`src/rtl/phy_mgmt_pkg.sv`:
```
package phy_mgmt_pkg;

  localparam int REG_W   = 16;
  localparam int ADDR_W  = 5;
  localparam int CNT_W   = 15;
  localparam int NUM_CNT = 5;

  localparam logic [ADDR_W-1:0] A_CTRL = 5'd0;
  localparam logic [ADDR_W-1:0] A_STAT = 5'd1;
  localparam logic [ADDR_W-1:0] A_ID1  = 5'd2;
  localparam logic [ADDR_W-1:0] A_ID2  = 5'd3;
  localparam logic [ADDR_W-1:0] A_VND  = 5'd30;

  // counter slots: 0 neg wrap, 1 pos wrap, 2 link drop, 3 false carrier, 4 symbol error
  localparam logic [ADDR_W-1:0] CNT_ADDR [NUM_CNT] = '{5'd16, 5'd17, 5'd18, 5'd19, 5'd21};
  localparam int LINK_DROP_SLOT = 2;

  localparam logic [REG_W-1:0] CTRL_RST_VAL = 16'h2400;
  localparam logic [REG_W-1:0] STAT_FIXED   = 16'h6001;
  localparam int STAT_LINK_BIT = 2;

  function automatic logic is_cnt_addr(input logic [ADDR_W-1:0] a);
    logic hit;
    hit = 1'b0;
    for (int i = 0; i < NUM_CNT; i++) begin
      if (a == CNT_ADDR[i]) hit = 1'b1;
    end
    return hit;
  endfunction

  function automatic logic is_impl_addr(input logic [ADDR_W-1:0] a);
    return (a == A_CTRL) || (a == A_STAT) || (a == A_ID1) || (a == A_ID2) ||
           (a == A_VND) || is_cnt_addr(a);
  endfunction

endpackage

```
`src/rtl/mgmt_ctrl_reg.sv`:
```
module mgmt_ctrl_reg
  import phy_mgmt_pkg::*;
(
  input  logic             clk,
  input  logic             rst,
  input  logic             wr_ctrl,
  input  logic             wr_vnd,
  input  logic [REG_W-1:0] wdata,
  output logic [REG_W-1:0] ctrl_val,
  output logic [REG_W-1:0] vnd_val,
  output logic             loopback_q,
  output logic             power_down_q,
  output logic             isolate_q,
  output logic             col_test_q,
  output logic             descr_test_q,
  output logic             link_mon_test_q
);

  logic duplex_q;

  always_ff @(posedge clk) begin
    if (rst) begin
      loopback_q   <= CTRL_RST_VAL[14];
      power_down_q <= CTRL_RST_VAL[11];
      isolate_q    <= CTRL_RST_VAL[10];
      duplex_q     <= CTRL_RST_VAL[8];
      col_test_q   <= CTRL_RST_VAL[7];
    end else if (wr_ctrl) begin
      if (wdata[15]) begin
        loopback_q   <= CTRL_RST_VAL[14];
        power_down_q <= CTRL_RST_VAL[11];
        isolate_q    <= CTRL_RST_VAL[10];
        duplex_q     <= CTRL_RST_VAL[8];
        col_test_q   <= CTRL_RST_VAL[7];
      end else begin
        loopback_q   <= wdata[14];
        power_down_q <= wdata[11];
        isolate_q    <= wdata[10];
        duplex_q     <= wdata[8];
        col_test_q   <= wdata[7];
      end
    end
  end

  always_ff @(posedge clk) begin
    if (rst) begin
      descr_test_q    <= 1'b0;
      link_mon_test_q <= 1'b0;
    end else if (wr_vnd) begin
      descr_test_q    <= wdata[15];
      link_mon_test_q <= wdata[14];
    end
  end

  always_comb begin
    ctrl_val     = '0;
    ctrl_val[14] = loopback_q;
    ctrl_val[13] = 1'b1;
    ctrl_val[11] = power_down_q;
    ctrl_val[10] = isolate_q;
    ctrl_val[8]  = duplex_q;
    ctrl_val[7]  = col_test_q;
    vnd_val      = '0;
    vnd_val[15]  = descr_test_q;
    vnd_val[14]  = link_mon_test_q;
  end

  AST_CTRL_SELF_RESET: assert property (@(posedge clk) disable iff (rst)
    (wr_ctrl && wdata[15]) |=> (isolate_q && !loopback_q && !power_down_q && !col_test_q))
    else $error("control reset bit did not restore defaults");

  AST_CTRL_WRITE_LOOPBACK: assert property (@(posedge clk) disable iff (rst)
    (wr_ctrl && !wdata[15]) |=> (loopback_q == $past(wdata[14])))
    else $error("loopback output does not follow write");

endmodule

```
`src/rtl/mgmt_link_latch.sv`:
```
module mgmt_link_latch (
  input  logic clk,
  input  logic rst,
  input  logic link_up,
  input  logic rd_stat,
  output logic link_rd
);

  logic held_q;

  always_ff @(posedge clk) begin
    if (rst)          held_q <= 1'b1;
    else if (rd_stat) held_q <= link_up;
    else              held_q <= held_q & link_up;
  end

  assign link_rd = held_q & link_up;

  AST_LINK_LATCH_LOW: assert property (@(posedge clk) disable iff (rst)
    (!link_up && !rd_stat) |=> !link_rd)
    else $error("link drop not latched");

endmodule

```
`src/rtl/mgmt_event_ctr.sv`:
```
module mgmt_event_ctr #(
  parameter int WIDTH = 15
) (
  input  logic             clk,
  input  logic             rst,
  input  logic             evt,
  input  logic             ld,
  input  logic [WIDTH-1:0] ld_val,
  input  logic             rd_clr,
  output logic [WIDTH-1:0] count
);

  localparam logic [WIDTH-1:0] CMAX = {WIDTH{1'b1}};
  localparam logic [WIDTH-1:0] ONE  = {{(WIDTH-1){1'b0}}, 1'b1};

  always_ff @(posedge clk) begin
    if (rst)                     count <= '0;
    else if (ld)                 count <= ld_val;
    else if (rd_clr)             count <= evt ? ONE : '0;
    else if (evt && count != CMAX) count <= count + ONE;
  end

  AST_CNT_SATURATE: assert property (@(posedge clk) disable iff (rst)
    (count == CMAX && !ld && !rd_clr) |=> (count == CMAX))
    else $error("counter wrapped past maximum");

  AST_CNT_CLEAR_ON_READ: assert property (@(posedge clk) disable iff (rst)
    (rd_clr && !ld) |=> (count == (($past(evt)) ? ONE : '0)))
    else $error("counter not cleared by read");

endmodule

```
`src/rtl/phy_mgmt_regs.sv`:
```
module phy_mgmt_regs
  import phy_mgmt_pkg::*;
(
  input  logic              clk,
  input  logic              rst,
  input  logic              bus_cyc,
  input  logic              bus_stb,
  input  logic              bus_we,
  input  logic [ADDR_W-1:0] bus_addr,
  input  logic [REG_W-1:0]  bus_wdata,
  output logic [REG_W-1:0]  bus_rdata,
  output logic              bus_ack,
  output logic              bus_err,
  input  logic              link_up,
  input  logic              neg_wrap_evt,
  input  logic              pos_wrap_evt,
  input  logic              false_carrier_evt,
  input  logic              symbol_err_evt,
  output logic              loopback_o,
  output logic              power_down_o,
  output logic              isolate_o,
  output logic              col_test_o,
  output logic              descr_test_o,
  output logic              link_mon_test_o
);

  logic              access, impl_hit, do_rd, do_wr;
  logic [REG_W-1:0]  ctrl_val, vnd_val, rd_mux;
  logic              link_bit;
  logic              link_prev_q;
  logic              link_fall;
  logic [NUM_CNT-1:0] evt_vec;
  logic [CNT_W-1:0]  cnt_val [NUM_CNT];
  logic [NUM_CNT-1:0] cnt_sel;

  assign access   = bus_cyc && bus_stb;
  assign impl_hit = is_impl_addr(bus_addr);
  assign do_rd    = access && impl_hit && !bus_we;
  assign do_wr    = access && impl_hit && bus_we;

  // falling-edge detect for link-drop counter
  always_ff @(posedge clk) begin
    if (rst) link_prev_q <= 1'b0;
    else     link_prev_q <= link_up;
  end
  assign link_fall = link_prev_q && !link_up;

  assign evt_vec[0]              = neg_wrap_evt;
  assign evt_vec[1]              = pos_wrap_evt;
  assign evt_vec[LINK_DROP_SLOT] = link_fall;
  assign evt_vec[3]              = false_carrier_evt;
  assign evt_vec[4]              = symbol_err_evt;

  mgmt_ctrl_reg u_ctrl (
    .clk             (clk),
    .rst             (rst),
    .wr_ctrl         (do_wr && bus_addr == A_CTRL),
    .wr_vnd          (do_wr && bus_addr == A_VND),
    .wdata           (bus_wdata),
    .ctrl_val        (ctrl_val),
    .vnd_val         (vnd_val),
    .loopback_q      (loopback_o),
    .power_down_q    (power_down_o),
    .isolate_q       (isolate_o),
    .col_test_q      (col_test_o),
    .descr_test_q    (descr_test_o),
    .link_mon_test_q (link_mon_test_o)
  );

  mgmt_link_latch u_link (
    .clk     (clk),
    .rst     (rst),
    .link_up (link_up),
    .rd_stat (do_rd && bus_addr == A_STAT),
    .link_rd (link_bit)
  );

  for (genvar g = 0; g < NUM_CNT; g++) begin : g_cnt
    assign cnt_sel[g] = (bus_addr == CNT_ADDR[g]);
    mgmt_event_ctr #(.WIDTH(CNT_W)) u_ctr (
      .clk    (clk),
      .rst    (rst),
      .evt    (evt_vec[g]),
      .ld     (do_wr && cnt_sel[g]),
      .ld_val (bus_wdata[CNT_W-1:0]),
      .rd_clr (do_rd && cnt_sel[g]),
      .count  (cnt_val[g])
    );
  end

  always_comb begin
    rd_mux = '0;
    if (bus_addr == A_CTRL) rd_mux = ctrl_val;
    if (bus_addr == A_VND)  rd_mux = vnd_val;
    if (bus_addr == A_STAT) begin
      rd_mux = STAT_FIXED;
      rd_mux[STAT_LINK_BIT] = link_bit;
    end
    for (int i = 0; i < NUM_CNT; i++) begin
      if (cnt_sel[i]) rd_mux = {{(REG_W-CNT_W){1'b0}}, cnt_val[i]};
    end
  end

  always_ff @(posedge clk) begin
    if (rst) begin
      bus_ack   <= 1'b0;
      bus_err   <= 1'b0;
      bus_rdata <= '0;
    end else begin
      bus_ack   <= access && impl_hit;
      bus_err   <= access && !impl_hit;
      bus_rdata <= do_rd ? rd_mux : '0;
    end
  end

  AST_ONE_RESPONSE: assert property (@(posedge clk) disable iff (rst)
    !(bus_ack && bus_err))
    else $error("ack and err together");

  AST_RESP_NEEDS_STROBE: assert property (@(posedge clk) disable iff (rst)
    (bus_ack || bus_err) |-> $past(access))
    else $error("response without access");

  AST_ERR_ON_UNMAPPED: assert property (@(posedge clk) disable iff (rst)
    (access && !impl_hit) |=> (bus_err && bus_rdata == '0))
    else $error("unmapped access not errored");

  AST_LINK_DROP_COUNT: assert property (@(posedge clk) disable iff (rst)
    (link_prev_q && !link_up) |-> evt_vec[LINK_DROP_SLOT])
    else $error("link fall not counted");

endmodule

```
`config.mk`:
```
export PLATFORM = sky130hd
export DESIGN_NAME = phy_mgmt_regs
export DESIGN_NICKNAME = d
export VERILOG_FILES = /design/src/rtl/phy_mgmt_pkg.sv /design/src/rtl/mgmt_ctrl_reg.sv /design/src/rtl/mgmt_link_latch.sv /design/src/rtl/mgmt_event_ctr.sv /design/src/rtl/phy_mgmt_regs.sv
export SDC_FILE = /design/constraint.sdc
export NUM_CORES = 1
export LEC_CHECK = 0
export BUFFER_PORTS_ARGS = -buffer_cell sky130_fd_sc_hd__buf_2
export CAP_MARGIN = 40
export CORE_MARGIN = 3
export CORE_UTILIZATION = 35
export DETAILED_ROUTE_END_ITERATION = 8
export PLACE_DENSITY = 0.55
export SLEW_MARGIN = 0
export SYNTH_ARGS = -nofsm -noshare
export SYNTH_HDL_FRONTEND = slang
export SYNTH_SLANG_ARGS = --single-unit
```
`constraint.sdc`:
```
create_clock -name clk -period 1.9 [get_ports clk]
set_input_delay 0.285 -clock clk [delete_from_list [all_inputs] [get_ports clk]]
set_output_delay 0.285 -clock clk [all_outputs]
set_load 0.005 [all_outputs]
```
==> metrics, run 1 <==
Layout Cells excl Fill 1078; worst skew pair latency 0.36 ns; Slew Viols, Final 0; syn_nets 761; clock-pin slew on the worst setup and hold paths 0.07 ns; CTS tree built; largest area contributor in the netlist dfxtp_1; Async SR Flop Fraction 0; CTS H-tree lvls 3; number of global-route vias before repair 5996; Sequential Area 2042 um2; kind of critical path flop to flop; period utilisation layout 0.9653; fmax 0.5452 GHz; pre-CTS WS -0.006342 ns; Seq/Total Area, Yosys 0.3433; #FFs+latches synth 102; status finished clean; CTS Root Buffer Type clkbuf_16; total wire length 23.07 mm; synth unique cells 69; GRT Util Overall 0.2486; I/O pins 55; 1st-pass router iterations 5; crit start category flop; # rows 47; Initial Utilization 0.3587; initial antenna violation count 0; Detailed Place HPWL 17.56 mm; Num CTS Buffers 9; clk buf depth 2; Post-Syn Instances 725; die footprint 18600 um2; final worst hold slack 0.1907 ns; Vias/cell 5.962; Placed Cells 1063; top post-synthesis cells by area dfxtp_1 34%, xnor2_1 5.0%, a21oi_1 4.9%, a211oi_1 4.4%, nand2_1 4.0%; chip width 136.4 um; fill cell count 1671; P&R area growth vs syn 24.80%; crit-path max FO 5; Die H 136.4 um; largest net degree at the start of global routing 28; CTS Sinks 102; worst hold path type input pin to flop; Arr. time, crit path 2.10 ns; power density cells 598.3 nW/um2; Post-synth EDFFs 0; Multi-input gate area 3705 um2; routed vias 6427; Critical Path Sink Type flop; Mapped Area 5948 um2; # diodes 0; setup ws final 0.06585 ns; Setup Fix Bufs, Post-CTS 0; Worst Tran Pin Value 0.5055 ns; Mapped Avg Cell Area 8.204 um2; RSZ-0062 raised after global routing true; RePlAce Congestion 0.9497; grt total ovfl 0; Syn. warnings 0; Final Skew 0.004198 ns; # DRC 0; area share of the largest cell type after synthesis 0.3433; Wirelength per Cell 21.40 um; slew margin rel. 0.6594; first-pass GRT wire length 34.98 mm; worst-case vdd ir drop 0.0004363 V; final setup fails 0; PortBufs 54; LEAKAGE 2.680 nW; core area 16580 um2; share of cells above drive strength 1 0.2331; Period minus WS final 1.834 ns; Main synth FF type dfxtp_1; Fin. Hold Viols 0; final net count 890; Final ANT Viol Nets 0; MaxCap Viol Count 0; initial DRC count 665; Worst EP required 2.17 ns
## logic make-up (layout without fill, tap and decap cells)
family,after synthesis,count (layout),share of synthesized area
AND/OR/NAND/NOR,293,293,0.2730
AO/OA/AOI/OAI,211,211,0.2400
flip-flops,102,102,0.3433
buffers and inverters,51,184,0.03639
XOR/XNOR,46,46,0.06773
multiplexers,17,17,0.02903
adder cells (fa/ha/maj),5,5,0.01052
## registers in the layout, indices dropped and copies added (netlist names)
signal,count
bus_ack,1
bus_err,1
bus_rdata,16
g_cnt.u_ctr.count,75
link_prev_q,1
u_ctrl.col_test_q,1
u_ctrl.descr_test_q,1
u_ctrl.duplex_q,1
u_ctrl.isolate_q,1
u_ctrl.link_mon_test_q,1
u_ctrl.loopback_q,1
u_ctrl.power_down_q,1
u_link.held_q,1
## final timing paths
kind / start / end / slack (ns) / cells past startpoint
setup / recovery: g_cnt[3].u_ctr.count[6] / g_cnt[3].u_ctr.count[6] / 0.07 / 6
hold / removal: bus_wdata[10] / u_ctrl.isolate_q / 0.19 / 3
setup reg to reg: g_cnt[3].u_ctr.count[6] / g_cnt[3].u_ctr.count[6] / 0.07 / 6
hold reg to reg: u_ctrl.descr_test_q / bus_rdata[15] / 0.46 / 2
## synth_stat cells, types with 25 or more instances
cell type / n
a211oi_1: 35
a21oi_1: 58
clkbuf_1: 27
dfxtp_1: 102
nand2_1: 64
nand3_1: 40
nand4_1: 25
nor2_1: 48
nor3_1: 26
o21ai_0: 25
o22ai_1: 33
xnor2_1: 34
## report_power, final
part | internal [mW] | switching [mW]
sequential | 2.17 | 0.0253
combinational | 0.191 | 0.329
clock | 0.881 | 0.849
total | 3.24 | 1.20
## worst max-delay path, stage by stage, from the launching register on
cell,delay (ns)
dfxtp_1,0.43
nand4_1,0.27
buf_4,0.24
nor3_1,0.30
nor3_1,0.11
xnor2_1,0.15
o31ai_1,0.23
## cell usage in the layout (no fill, tap or decap), types with 6 or more instances in the layout
cell type,n
buf_4,105
dfxtp_1,102
nand2_1,64
a21oi_1,58
buf_2,54
nor2_1,48
nand3_1,40
a211oi_1,35
xnor2_1,34
o22ai_1,33
nor3_1,26
nand4_1,25
o21ai_0,25
mux2i_1,15
xor2_1,12
nor4_1,11
nor2b_1,9
and3_1,9
a31oi_1,9
clkbuf_16,9
or3_1,8
a222oi_1,8
nand2b_1,7
inv_1,7
nor3b_1,7
and4_1,6
nand3b_1,6
a311oi_1,6
## metrics by stage
stage	power, mW	util	setup TNS [ns]	area, um2
after global placement	2.739	0.4313	0	7152
after CTS	4.460	0.4467	0	7408
after global routing	4.589	0.4476	-0.02583	7423
after detailed placement	2.745	0.4313	-0.006342	7152
after floorplan	2.489	-	0	5948
final	4.442	0.4476	0	7423
## layer usage
| layer | part of all wire | GRT usage |
|---|---|---|
| met1 | 0.44 | 0.3451 |
| met2 | 0.43 | 0.3665 |
| met3 | 0.093 | 0.06440 |
| met4 | 0.036 | 0.09910 |
| met5 | 0 | 0 |
## layout make-up
| class | count | share of cell area |
|---|---|---|
| Clock buffer | 11 | 0.03135 |
| Sequential cell | 102 | 0.2751 |
| Multi-Input combinational cell | 572 | 0.4991 |
| Clock inverter | 4 | 0.003202 |
| Tap cell | 220 | 0.03708 |
| Inverter | 7 | 0.003540 |
| Timing Repair Buffer | 162 | 0.1507 |
## what timing repair did
item                       CTS  global route
hold buffers                 0             0
gates resized for setup      0             2
setup endpoints to repair    0            10
No activity file was read; power rests on OpenSTA's default activity.
==> run 2, diff against run 1 <==
--- a/config.mk
+++ b/config.mk
@@ -10,8 +10,9 @@
 export CORE_MARGIN = 3
 export CORE_UTILIZATION = 35
 export DETAILED_ROUTE_END_ITERATION = 8
-export PLACE_DENSITY = 0.55
+export PLACE_DENSITY = 0.54
 export SLEW_MARGIN = 0
 export SYNTH_ARGS = -nofsm -noshare
 export SYNTH_HDL_FRONTEND = slang
+export SYNTH_HIERARCHICAL = 1
 export SYNTH_SLANG_ARGS = --single-unit
==> run 2 against run 1 <==
  * Clock skew increased by 0.0050 ns
  * Global-route usage decreased by 0.24 points
  * Routed wire length increased by 32%
  * Synthesized cell count increased by 35%
  * Area after synthesis increased by 29%
  * Sequential share of layout area decreased by 8.2 points
  * Utilization increased by 5.2 points
  * Sequential power increased by 4%
  * First-iteration DRC count increased by 30%
  * Worst setup slack got worse by 0.038 ns
  * Die area increased by 28%
  * Clock power increased by 17%
==> metrics, run 2 <==
status finished clean; largest net degree at the start of global routing 63; CP bufs+invs 3; initial DRC count 867; crit-path max FO 7; MaxCap Viol Count 0; met1 wire length 13.01 mm; Combinational Power Share 0.196; 1st-pass router iterations 7; Mapped Avg Cell Area 7.864 um2; crit start category input pin; Final Cell Area 10630 um2; Syn. warnings 6; fmax 0.5342 GHz; adder-cell share of the synthesized area 0.008126; LEAKAGE 4.109 nW; top layer in use met4; clock share of power 0.378; sequential cell fraction of total power 0.425; CTS Sinks 102; PortBufs 54; share of cells above drive strength 1 0.3671; Initial Utilization 0.3617; Worst EP required 2.13 ns; Mapped Area 7699 um2; Crit path largest cell delay 0.37 ns; slew margin rel. 0.6427; Sequential Area 2048 um2; die footprint 23810 um2; final net count 1246; Switching Fraction 0.3041; switching pwr 1.624 mW; Die H 154.3 um; max reg flops 75; # rows 53; Detailed Place HPWL 21.59 mm; final setup fails 0; Seq/Total Area, Yosys 0.2652; clock-pin slew on the worst setup and hold paths 0.07 ns; Final ANT Viol Nets 0; chip width 154.3 um; kind of critical path input pin to flop; Synth top cells by count 102 x dfxtp_1, 93 x nand2_1, 63 x nor3_1; simple-gate portion of the synthesized area 0.2615; P_int 3.717 mW; CTS tree built; clk buf depth 2; #FFs+latches synth 102; I/O pins 55; fill cell count 2077; P&R area growth vs syn 38.03%; power density cells 502.6 nW/um2; count leader, synth dfxtp_1; routed vias 8824; kind of cell adding the most delay to the critical path simple AND/OR/NAND/NOR gates; worst-case vdd ir drop 0.0004647 V; Post-Syn Instances 979; Synth Area in Compound Gates 0.3215; largest family of logic cells by synthesized area compound AO/OA/AOI/OAI gates; wire length on met3 2.394 mm; Area after DPL 9761 um2; number of global-route vias before repair 8248; total wire length 30.49 mm; # DRC 0; CTS Root Buffer Type clkbuf_16; core area 21290 um2; Critical Path Sink Type flop; final worst hold slack 0.2103 ns; Num CTS Buffers 9; Slew Viols, Final 0; Post-synth EDFFs 0; Final Skew 0.009190 ns; RSZ-0062 raised after global routing true; Worst Tran Pin Value 0.5360 ns; mux cell area share after synthesis 0.02470; synth unique cells 66; first-pass GRT wire length 46.70 mm; # diodes 0; Arr. time, crit path 2.10 ns; area share of the largest cell type after synthesis 0.2652; Fin. Hold Viols 0; initial antenna violation count 0; commonest non-fill, non-tap cell in the layout buf_4; Period minus WS final 1.872 ns; top post-synthesis cells by area dfxtp_1 27%, nand2_1 4.5%, nor3_1 4.1%, a22oi_1 3.9%, buf_4 3.8%; worst hold path type input pin to flop; most frequent cells in the layout 216 x buf_4, 97 x dfxtp_1, 79 x nand2_1, 56 x nor3_1, 50 x buf_2; CTS H-tree lvls 3; Design Power 5.341 mW; period utilisation layout 0.9853; Wirelength per Cell 20.46 um; worst skew pair latency 0.37 ns; Async SR Flop Fraction 0; Regs by FF count g_cnt.u_ctr/count: 75 flops, bus_rdata: 16 flops; largest area contributor in the netlist dfxtp_1; met2 WL post-DR 14.13 mm; RePlAce Congestion 0.8764; worst-path cell chain buf_6, and4b_1, and2_4, o2111ai_4, buf_12, nor2_4, or2_2, buf_4, nor3_1, a211oi_2; GRT Util Overall 0.2462; Multi-input gate area 5475 um2; CP max stage cell or2_2; Vias/cell 5.922; Top reg by flops g_cnt.u_ctr/count; grt total ovfl 0; Synth Area in XOR/XNOR 0.01706; Main synth FF type dfxtp_1
run 2: cell types whose count changed after synthesis, sizes merged, moves of 28 or more:
cell,change
o22ai,-30
nor3,+35
nand2,+29
a22oi,+37
buf,+39
inv,+28
run 2: power groups by stage:
stage                     sequential (mW)  clock (mW)  combinational [mW]
final                                2.27        2.02                1.05
after detailed placement             2.32           0               0.964
after global placement               2.31           0               0.957
after global routing                 2.28        2.13                1.12
after CTS                            2.26        2.06               0.976
after floorplan                      2.35           0               0.518
run 2: cells by family (layout without fill, tap and decap cells):
kind of cell,after synthesis,after routing
other cells,2,25
compound gates,319,319
xor+xnor,15,15
flops,102,102
fa+ha+maj,5,5
mux,19,19
buf+inv,141,347
simple gates,376,383
run 2: worst register-to-register path: cells and delay by family, from the launching register on:
kind	cells	cell delay [ns]
buffers and inverters	1	0.21
flip-flops	1	0.36
AND/OR/NAND/NOR	2	0.29
AO/OA/AOI/OAI	2	0.65
adder cells (fa/ha/maj)	1	0.22
run 2: stage by stage:
step	setup slack [ns]	setup TNS, ns	cells	util
2_1_floorplan	-0.1764	-9.078	1002	-
3_3_place_gp	-0.3995	-26.89	1446	0.4585
3_5_place_dp	-0.4229	-29.07	1446	0.4585
4_1_cts	-0.02902	-0.02902	1471	0.4779
5_1_grt	-0.07727	-0.2902	1490	0.4992
6_report	0.02799	0	1490	0.4992
run 2: path summary, 6_finish.rpt:
check / startpoint / end / slack, ns / cells after the start
hold reg to reg: u_ctrl/duplex_q / u_ctrl/duplex_q / 0.47 / 2
hold / removal: bus_stb / bus_err / 0.21 / 3
setup reg to reg: g_cnt[2].u_ctr/count[0] / g_cnt[2].u_ctr/count[1] / 0.05 / 6
setup / recovery: bus_addr[1] / g_cnt[4].u_ctr/count[1] / 0.03 / 10
run 2: timing repair:
| item | 4_1_cts | 5_1_grt |
|---|---|---|
| endpoints found under the setup margin | 28 | 68 |
| gates resized for setup | 10 | 74 |
| pin swaps | 13 | 33 |
| gates cloned | 4 | 4 |
| hold buffers | 0 | 0 |
| buffers inserted | 5 | 16 |
run 2: per-layer routing:
layer	vias to the layer above	global-route usage
li1	4165	-
met1	4220	0.3397
met2	380	0.3929
met3	59	0.03218
met4	0	0.09251
met5	-	0
run 2: final cells by class:
cell class / instances / share of cell area
clock buffer: 10 / 0.02155
multi-input combinational: 766 / 0.5152
timing repair buffer: 296 / 0.2187
clock inverter: 6 / 0.007065
sequential: 102 / 0.1927
inverter: 35 / 0.01236
tap: 275 / 0.03238
==> run 3, diff against run 2 <==
--- a/config.mk
+++ b/config.mk
@@ -6,7 +6,8 @@
 export NUM_CORES = 1
 export LEC_CHECK = 0
 export BUFFER_PORTS_ARGS = -buffer_cell sky130_fd_sc_hd__buf_2
-export CAP_MARGIN = 40
+export CAP_MARGIN = 20
+export CORE_ASPECT_RATIO = 0.8
 export CORE_MARGIN = 3
 export CORE_UTILIZATION = 35
 export DETAILED_ROUTE_END_ITERATION = 8
@@ -16,3 +17,4 @@
 export SYNTH_HDL_FRONTEND = slang
 export SYNTH_HIERARCHICAL = 1
 export SYNTH_SLANG_ARGS = --single-unit
+export TNS_END_PERCENT = 1
==> run 3 against run 2 <==
  * Cell area shrank 3.5%
  * Critical path depth is the same
  * Global-route usage shrank 0.27 points
  * Cell count is 1.6% lower
  * First-iteration DRC count rose by 5.8%
  * Worst setup slack got worse by 0.0057 ns
  * Power decreased by 1.9%
  * Non-clock buffer count is 13 lower
  * Combinational power is 4% lower
  * Fmax down 0.30%
  * Routed wire length shrank 2.0%
  * Critical path type unchanged
==> metrics, run 3 (same netlist as run 2, synthesis figures left out) <==
CTS Root Buffer Type clkbuf_16; CTS Sinks 102; total wire length 29.87 mm; status finished clean; pre-CTS WS -0.4109 ns; worst-path cell chain buf_2, and4b_1, and2_4, o2111ai_4, buf_6, nor3_4, nor2_4, buf_6, a22o_1, a221oi_2; CTS tree built; RSZ-0062 raised after global routing true; power density cells 510.8 nW/um2; GRT Util Overall 0.2435; setup ws final 0.02233 ns; die footprint 23820 um2; worst hold path type input pin to flop; commonest non-fill, non-tap cell in the layout buf_4; final setup fails 0; Num CTS Buffers 9; # diodes 0; Final Cell Area 10260 um2; CP most frequent cell buf_6; crit-path max FO 9; first-pass GRT wire length 45.75 mm; Crit path largest cell delay 0.29 ns; Final Skew 0.008648 ns; CP max stage cell and4b_1; period utilisation layout 0.9882; max reg flops 75; Critical Path Sink Type flop; Wirelength per Cell 20.37 um; clk buf depth 2; share of cells above drive strength 1 0.3317; Initial Utilization 0.3647; 1st-pass router iterations 5; PortBufs 54; I/O pins 55; LEAKAGE 3.921 nW; Detailed Place HPWL 21.74 mm; Design Power 5.239 mW; chip width 171.8 um; final worst hold slack 0.2055 ns; Worst EP required 2.18 ns; # rows 47; core area 21110 um2; routed vias 8738; Vias/cell 5.960; Fin. Hold Viols 0; Final ANT Viol Nets 0; Die H 138.7 um; final net count 1229; RePlAce Congestion 0.9091; most frequent cells in the layout 206 x buf_4, 100 x dfxtp_1, 89 x nand2_1, 57 x nor3_1, 53 x buf_2; kind of critical path input pin to flop; number of global-route vias before repair 7865; crit start category input pin; kind of cell adding the most delay to the critical path simple AND/OR/NAND/NOR gates; CTS H-tree lvls 3; largest net degree at the start of global routing 47; Layout Cells excl Fill 1466; MaxCap Viol Count 0; grt total ovfl 0; # DRC 0; Top reg by flops g_cnt.u_ctr/count; Regs by FF count g_cnt.u_ctr/count: 75 flops, bus_rdata: 16 flops; clock-pin slew on the worst setup and hold paths 0.07 ns; worst-case vdd ir drop 0.0004051 V; Period minus WS final 1.878 ns; Area after DPL 9569 um2; initial antenna violation count 0; Arr. time, crit path 2.15 ns; worst skew pair latency 0.36 ns; Slew Viols, Final 0; Placed Cells 1434; CP bufs+invs 3; P&R area growth vs syn 33.22%; fmax 0.5326 GHz; initial DRC count 917
## run 3: cell types whose count changed in the layout (fill, tap and decap cells not counted), moves of 4 or more
cell,before,now
buf_4,216,206
nand2_1,79,89
nand2_2,11,4
a21oi_1,42,48
a21oi_2,15,9
a22oi_1,35,40
a22oi_2,5,0
buf_12,13,8
a311oi_1,15,19
a311oi_2,5,1
## run 3: routing by layer
layer | GRT usage | routed length [um] | vias to the layer above
li1 | - | - | 4132
met1 | 0.3710 | 14070 | 4174
met2 | 0.3456 | 12450 | 378
met3 | 0.03876 | 2367 | 54
met4 | 0.08106 | 980 | 0
met5 | 0 | 0 | -
## run 3: layout make-up
class | instances | area, um2
well taps | 269 | 336.6
flip-flops and latches | 102 | 2044
inverters | 35 | 131.4
clock buffers | 12 | 256.5
fillers | 2082 | 10860
multi-input cells | 762 | 5284
repair buffers | 283 | 2160
clock inverters | 3 | 43.79
## run 3: path summary, 6_finish.rpt
path / from / depth (start not counted) / slack, ns / end
worst min register to register: u_ctrl/duplex_q / 2 / 0.48 / u_ctrl/duplex_q
worst min-delay path: rst / 2 / 0.21 / g_cnt[1].u_ctr/count[13]
worst max-delay path: bus_addr[0] / 10 / 0.02 / g_cnt[0].u_ctr/count[11]
worst max register to register: g_cnt[1].u_ctr/count[0] / 6 / 0.07 / g_cnt[1].u_ctr/count[1]
## run 3: worst reg2reg max path: stages, from the launching register on
cell and delay [ns]:
dfxtp_1 0.34, ha_2 0.22, nand4_4 0.14, o41a_1 0.58, buf_4 0.21, nor3_1 0.13
a211oi_1 0.07
## run 3: stage by stage
stage	utilization	setup TNS (ns)
floorplan	-	-11.90
global placement	0.4533	-26.53
detailed placement	0.4533	-27.59
CTS	0.4691	-0.09153
global route	0.4858	-0.4699
finish	0.4858	0
## run 3: where the power goes
| group | internal [mW] | switching (mW) | leakage (nW) |
|---|---|---|---|
| registers | 2.21 | 0.0558 | 0.833 |
| clock network | 1.09 | 0.874 | 0.149 |
| logic | 0.423 | 0.582 | 2.94 |
## run 3: timing repair
item	CTS	global route
endpoints found under the hold margin	0	0
resized for setup	5	65
pin swaps	5	29
gates cloned	0	3
buffers inserted	2	12
setup endpoints to repair	19	69
hold buffers	0	0
